--- src/rtl/bootmap_pkg.sv ---
package bootmap_pkg;
    localparam int BIT_LED    = 0;
    localparam int BIT_ATTACH = 1;
    localparam int BIT_REMAP  = 2;
    localparam int BIT_RSTREQ = 3;
    localparam int BIT_BIGEND = 5;

    typedef enum logic {
        PULSE_IDLE,
        PULSE_FIRE
    } pulse_state_e;

    typedef enum logic [1:0] {
        TGT_NONE,
        TGT_ROM,
        TGT_FLASH,
        TGT_SRAM
    } boot_tgt_e;
endpackage

--- src/rtl/bootmap_regs.sv ---
module bootmap_regs
    import bootmap_pkg::*;
#(
    parameter int DATA_W = 32
) (
    input  logic              clk,
    input  logic              rst_n,
    input  logic              we,
    input  logic [DATA_W-1:0] wdata,
    input  logic              attach_n,
    output logic              big_end,
    output logic              remap,
    output logic              led,
    output logic [DATA_W-1:0] rdata
);
    always_ff @(posedge clk or negedge rst_n) begin
        if (!rst_n) begin
            big_end <= 1'b0;
            remap   <= 1'b0;
            led     <= 1'b0;
        end else if (we) begin
            big_end <= wdata[BIT_BIGEND];
            remap   <= wdata[BIT_REMAP];
            led     <= wdata[BIT_LED];
        end
    end

    always_comb begin
        rdata             = '0;
        rdata[BIT_BIGEND] = big_end;
        rdata[BIT_REMAP]  = remap;
        rdata[BIT_ATTACH] = attach_n;
        rdata[BIT_LED]    = led;
    end

    p_write_end_r2: assert property (@(posedge clk) disable iff (!rst_n)
        we |=> (big_end == $past(wdata[BIT_BIGEND])));
    p_write_led_r3: assert property (@(posedge clk) disable iff (!rst_n)
        we |=> (led == $past(wdata[BIT_LED])));
    p_hold_r4: assert property (@(posedge clk) disable iff (!rst_n)
        !we |=> $stable(remap));
    p_attach_live_r6: assert property (@(posedge clk) disable iff (!rst_n)
        rdata[BIT_ATTACH] == attach_n);
    p_rsvd_zero_r7: assert property (@(posedge clk) disable iff (!rst_n)
        (rdata[DATA_W-1:6] == '0) && !rdata[4] && !rdata[BIT_RSTREQ]);
endmodule

--- src/rtl/bootmap_pulse.sv ---
module bootmap_pulse
    import bootmap_pkg::*;
(
    input  logic clk,
    input  logic rst_n,
    input  logic we,
    input  logic trig_bit,
    output logic reset_req
);
    pulse_state_e state_q, state_d;
    logic         fire;

    assign fire = we && trig_bit;

    always_ff @(posedge clk or negedge rst_n) begin
        if (!rst_n) state_q <= PULSE_IDLE;
        else        state_q <= state_d;
    end

    always_comb begin
        state_d = state_q;
        unique case (state_q)
            PULSE_IDLE: if (fire)  state_d = PULSE_FIRE;
            PULSE_FIRE: if (!fire) state_d = PULSE_IDLE;
            default:               state_d = PULSE_IDLE;
        endcase
    end

    always_comb begin
        reset_req = 1'b0;
        unique case (state_q)
            PULSE_IDLE: reset_req = 1'b0;
            PULSE_FIRE: reset_req = 1'b1;
            default:    reset_req = 1'b0;
        endcase
    end

    p_pulse_follows_r5: assert property (@(posedge clk) disable iff (!rst_n)
        fire |=> reset_req);
    p_pulse_single_r5: assert property (@(posedge clk) disable iff (!rst_n)
        !fire |=> !reset_req);
endmodule

--- src/rtl/bootmap_decode.sv ---
module bootmap_decode
    import bootmap_pkg::*;
#(
    parameter int ADDR_W   = 32,
    parameter int WIN_LOG2 = 18
) (
    input  logic              clk,
    input  logic              rst_n,
    input  logic [ADDR_W-1:0] addr,
    input  logic              remap,
    input  logic              attach_n,
    input  logic              boot_sw_on,
    output logic              sel_rom,
    output logic              sel_flash,
    output logic              sel_sram
);
    localparam logic [ADDR_W-1:0] WIN_END = ADDR_W'(1) << WIN_LOG2;

    logic      in_win;
    logic      remap_eff;
    boot_tgt_e tgt;

    assign in_win    = (addr[ADDR_W-1:WIN_LOG2] == '0);
    assign remap_eff = remap && !attach_n;

    always_comb begin
        if (!in_win)        tgt = TGT_NONE;
        else if (remap_eff) tgt = TGT_SRAM;
        else if (boot_sw_on) tgt = TGT_ROM;
        else                tgt = TGT_FLASH;
    end

    always_comb begin
        sel_rom   = 1'b0;
        sel_flash = 1'b0;
        sel_sram  = 1'b0;
        unique case (tgt)
            TGT_NONE:  ;
            TGT_ROM:   sel_rom   = 1'b1;
            TGT_FLASH: sel_flash = 1'b1;
            TGT_SRAM:  sel_sram  = 1'b1;
            default:   ;
        endcase
    end

    p_onehot_r11: assert property (@(posedge clk) disable iff (!rst_n)
        $onehot0({sel_rom, sel_flash, sel_sram}));
    p_outside_r11: assert property (@(posedge clk) disable iff (!rst_n)
        (addr >= WIN_END) |-> !(sel_rom || sel_flash || sel_sram));
    p_standalone_r10: assert property (@(posedge clk) disable iff (!rst_n)
        attach_n |-> !sel_sram);
    p_switch_r8: assert property (@(posedge clk) disable iff (!rst_n)
        (addr < WIN_END && !remap) |-> (sel_rom == boot_sw_on && sel_flash == !boot_sw_on));
endmodule

--- src/rtl/bootmap_ctrl.sv ---
module bootmap_ctrl
    import bootmap_pkg::*;
#(
    parameter int ADDR_W   = 32,
    parameter int DATA_W   = 32,
    parameter int WIN_LOG2 = 18
) (
    input  logic              clk,
    input  logic              rst_n,
    input  logic              reg_we,
    input  logic [DATA_W-1:0] reg_wdata,
    output logic [DATA_W-1:0] reg_rdata,
    input  logic              attach_n,
    input  logic              boot_sw_on,
    input  logic [ADDR_W-1:0] bus_addr,
    output logic              sel_rom,
    output logic              sel_flash,
    output logic              sel_sram,
    output logic              big_endian,
    output logic              led_on,
    output logic              reset_req
);
    logic remap_q;

    bootmap_regs #(.DATA_W(DATA_W)) u_regs (
        .clk      (clk),
        .rst_n    (rst_n),
        .we       (reg_we),
        .wdata    (reg_wdata),
        .attach_n (attach_n),
        .big_end  (big_endian),
        .remap    (remap_q),
        .led      (led_on),
        .rdata    (reg_rdata)
    );

    bootmap_pulse u_pulse (
        .clk       (clk),
        .rst_n     (rst_n),
        .we        (reg_we),
        .trig_bit  (reg_wdata[BIT_RSTREQ]),
        .reset_req (reset_req)
    );

    bootmap_decode #(.ADDR_W(ADDR_W), .WIN_LOG2(WIN_LOG2)) u_decode (
        .clk        (clk),
        .rst_n      (rst_n),
        .addr       (bus_addr),
        .remap      (remap_q),
        .attach_n   (attach_n),
        .boot_sw_on (boot_sw_on),
        .sel_rom    (sel_rom),
        .sel_flash  (sel_flash),
        .sel_sram   (sel_sram)
    );

    p_sram_r9: assert property (@(posedge clk) disable iff (!rst_n)
        (sel_sram) |-> (reg_rdata[BIT_REMAP] && !reg_rdata[BIT_ATTACH]));
endmodule

--- config.mk ---
export PLATFORM = sky130hd
export DESIGN_NAME = bootmap_ctrl
export DESIGN_NICKNAME = d
export VERILOG_FILES = /design/src/rtl/bootmap_pkg.sv /design/src/rtl/bootmap_regs.sv /design/src/rtl/bootmap_pulse.sv /design/src/rtl/bootmap_decode.sv /design/src/rtl/bootmap_ctrl.sv
export SDC_FILE = /design/constraint.sdc
export NUM_CORES = 1
export LEC_CHECK = 0
export CAP_MARGIN = 40
export CELL_PAD_IN_SITES_DETAIL_PLACEMENT = 0
export CELL_PAD_IN_SITES_GLOBAL_PLACEMENT = 1
export CORE_AREA = 4 4 74 76
export CTS_BUF_LIST = sky130_fd_sc_hd__clkbuf_8
export CTS_CLUSTER_DIAMETER = 200
export DETAILED_ROUTE_END_ITERATION = 7
export DIE_AREA = 0 0 78 80
export GPL_TIMING_DRIVEN = 0
export HOLD_SLACK_MARGIN = 0.12
export PLACE_DENSITY_LB_ADDON = 0.1
export SLEW_MARGIN = 10
export SYNTH_ARGS = -nofsm -noshare
export SYNTH_HDL_FRONTEND = slang
export SYNTH_SLANG_ARGS = --single-unit
--- constraint.sdc ---
create_clock -name clk -period 1.3 [get_ports clk]
set_clock_uncertainty 0.1 [all_clocks]
set_input_delay 0.26 -clock clk [delete_from_list [all_inputs] [get_ports clk]]
set_output_delay 0.26 -clock clk [all_outputs]
set_load 0.1 [all_outputs]
==> key figures <==
Worst setup path
  • Worst-path cell chain: buf_6 > nor4_4 > nand4_1 > buf_4 > nor3b_4 > clkbuf_16
  • Worst R2R End: u_regs.led
  • R2R cell count: 2
  • Crit start category: input port
  • Crit path DAT: 1.43 ns
  • Crit-path max cell delay: 0.29 ns
  • CP endpoint kind: output pin
  • Reg-to-reg setup timing slack: 0.23 ns
  • CP Max Fanout: 2
  • FF-to-FF Start: u_regs.led
  • Slowest cell on crit path: nor4_4
  • Critical path type: in -> out
  • Worst Path Required: 0.94 ns

Final layout
  • Layout area overhead: 169%
  • Net count, final: 192
  • Number of diodes: 0
  • Final Util: 26.7%
  • Finished layout cell area: 1260 µm²
  • Layout fillers: 519
  • Post-route insts no fill: 188
  • Layout cells sized above 1: 62.8%

Synth
  • Mapped Area: 468 µm²
  • Register area share after synthesis: 21.4%
  • Predominant post-synthesis flop cell: dfrtp_1
  • EDFF count, synth: 0
  • Synth Instances: 52
  • Yosys reg bits: 4
  • Number of library cell types mapped by synthesis: 13
  • Ys async rst share: 100%
  • Synth warn: 0
  • Mean Syn Cell Area: 9.00 µm²

Die
  • Die ar.: 6240 µm²
  • Die Ht: 80 µm
  • Die W: 78 µm
  • Core Rows: 25
  • Initial core utilization: 9.91%
  • Boundary Pins: 107
  • CORE AREA: 4720 µm²

Global routing
  • Initial antenna violation count: 0
  • Overall Global Routing Usage: 4.78%
  • Pin count of the biggest net entering global routing: 5
  • Wire length of the first global-routing pass: 2.30 mm
  • Vias in the first global route: 522
  • GRT overflow: 0

Job
  • Maxcap violations: 0

Routing
  • DR WL/cell: 7.97 µm
  • TritonRoute pass-1 iters: 1
  • Routed via count: 490
  • Drc violations: 0
  • Detailed router's first-iteration violation count: 0
  • Routed vias/inst: 2.61
  • Final wirelength: 1.50 mm
  • Final antenna-violating net count: 0

Timing
  • Tmin final: 1.79 ns
  • PnR worst setup slack: -0.486 ns
  • RSZ-0062 raised after global routing: true
  • Fmax: 0.560 GHz
  • Slew Viols, Final: 0
  • Final Hold Viols: 0
  • Setup_tns: -1.41 ns
  • Final Cycle Share: 137%
  • Setup-failing EPs final: 7

Placement
  • Dpl hpwl: 1.37 mm
  • I/O Buffers: 32
  • # placed instances: 188
  • Placed Area: 1230 µm²
  • RePlAce Congestion: 0.639

Run status
  • Run status: finished, violations left
  • Failing checks: negative setup slack

CTS
  • Max H-tree Level: 1
  • Cts bufs inserted: 3
  • Hold-fix buffers, CTS: 0
  • TritonCTS clock tree: yes
  • Clock buffer depth: 2
  • Root buf cell: clkbuf_8
  • Clock sink count: 4
  • Clock Latency Late Sink: 0.21 ns
  • Clock slew at reported path FFs: 0.03 ns

Power
  • Total power: 1.20 mW
  • Leakage: 0.610 nW
  • Worst VDD drop: 0.201 mV
  • Pwr dens: 956 nW/µm²

Worst hold path
  • Hold Path Class: in -> async
-- how the worst max path moves through the flow --
stage          slack [ns]         start       to
2_1_floorplan       -0.72  bus_addr[26]  sel_rom
3_3_place_gp        -1.76  bus_addr[21]  sel_rom
3_5_place_dp        -1.38  bus_addr[21]  sel_rom
4_1_cts             -0.49  bus_addr[18]  sel_rom
5_1_grt             -0.54  bus_addr[22]  sel_rom
6_report            -0.49  bus_addr[20]  sel_rom
-- stage by stage --
| stage | setup WS [ns] | hold WS, ns |
|---|---|---|
| after global routing | -0.539 | 0.167 |
| after global placement | -1.76 | 0.377 |
| after floorplan | -0.722 | -0.136 |
| after CTS | -0.492 | 0.157 |
| final | -0.486 | 0.154 |
| after detailed placement | -1.38 | 0.380 |
-- timing repair --
action                     4_1_cts  5_1_grt
setup endpoints to repair       10        8
gates resized for setup         71        5
setup buffers                    3        3
hold endpoints to repair         0        0
pin swaps                        8        6
-- final cells by class --
class	instances	area (µm²)	share of cell area, %
well taps	67	83.8	6.65
multi-input cells	43	295	23.4
flip-flops and latches	4	108	8.54
repair buffers	40	492	39.0
clock buffers	3	41.3	3.28
plain buffers	31	240	19.1
-- Yosys cell counts (2+ instances only) --
| master | instances | area, µm² |
|---|---|---|
| buf_4 | 32 | 240 |
| dfrtp_1 | 4 | 100 |
| mux2_2 | 3 | 33.8 |
| nor4_2 | 3 | 37.5 |
| nor2_1 | 2 | 7.51 |
-- cell families after synthesis --
group | Yosys count | share of synthesized area [%]
mux | 3 | 7.22
other cells | 1 | 0.801
simple gates | 12 | 19.3
buf+inv | 32 | 51.3
flops | 4 | 21.4
-- routing by layer --
layer	GRT usage, %	up-vias	wire length [µm]
met5	0	-	0
met4	2.62	0	17
met3	2.26	4	185
met2	7.88	36	765
met1	5.03	202	531
li1	-	248	-
-- flip-flops by register name (all words and copies together), names as in the netlist --
register         flops
u_regs.big_end       1
u_pulse.state_q      1
u_regs.led           1
u_regs.remap         1
-- power by group --
part / switching (mW) / total (mW) / leakage [nW] / internal, mW
logic: 0.566 / 0.801 / 0.543 / 0.235
clock network: 0.0555 / 0.252 / 0.0216 / 0.197
registers: 0.0110 / 0.152 / 0.0461 / 0.141
-- cells in the final DEF, fill, tap and decap left out, drive strengths merged --
cell / netlist / routed
clkdlybuf4s15: 0 / 4
dlygate4sd2: 0 / 2
clkbuf: 0 / 6
nor3b: 1 / 1
nand2: 1 / 1
nor4: 3 / 3
mux2: 3 / 3
clkdlybuf4s50: 0 / 7
conb: 1 / 28
nor2b: 1 / 1
nand4: 1 / 1
and2: 1 / 1
dfrtp: 4 / 4
nand3: 1 / 1
buf: 32 / 55
nor3: 1 / 1
nor2: 2 / 2
-- critical path, delay by kind of cell --
family	cells	cell delay, ns
simple gates	3	0.66
buf+inv	3	0.50
No activity file was read; power rests on OpenSTA's default activity.
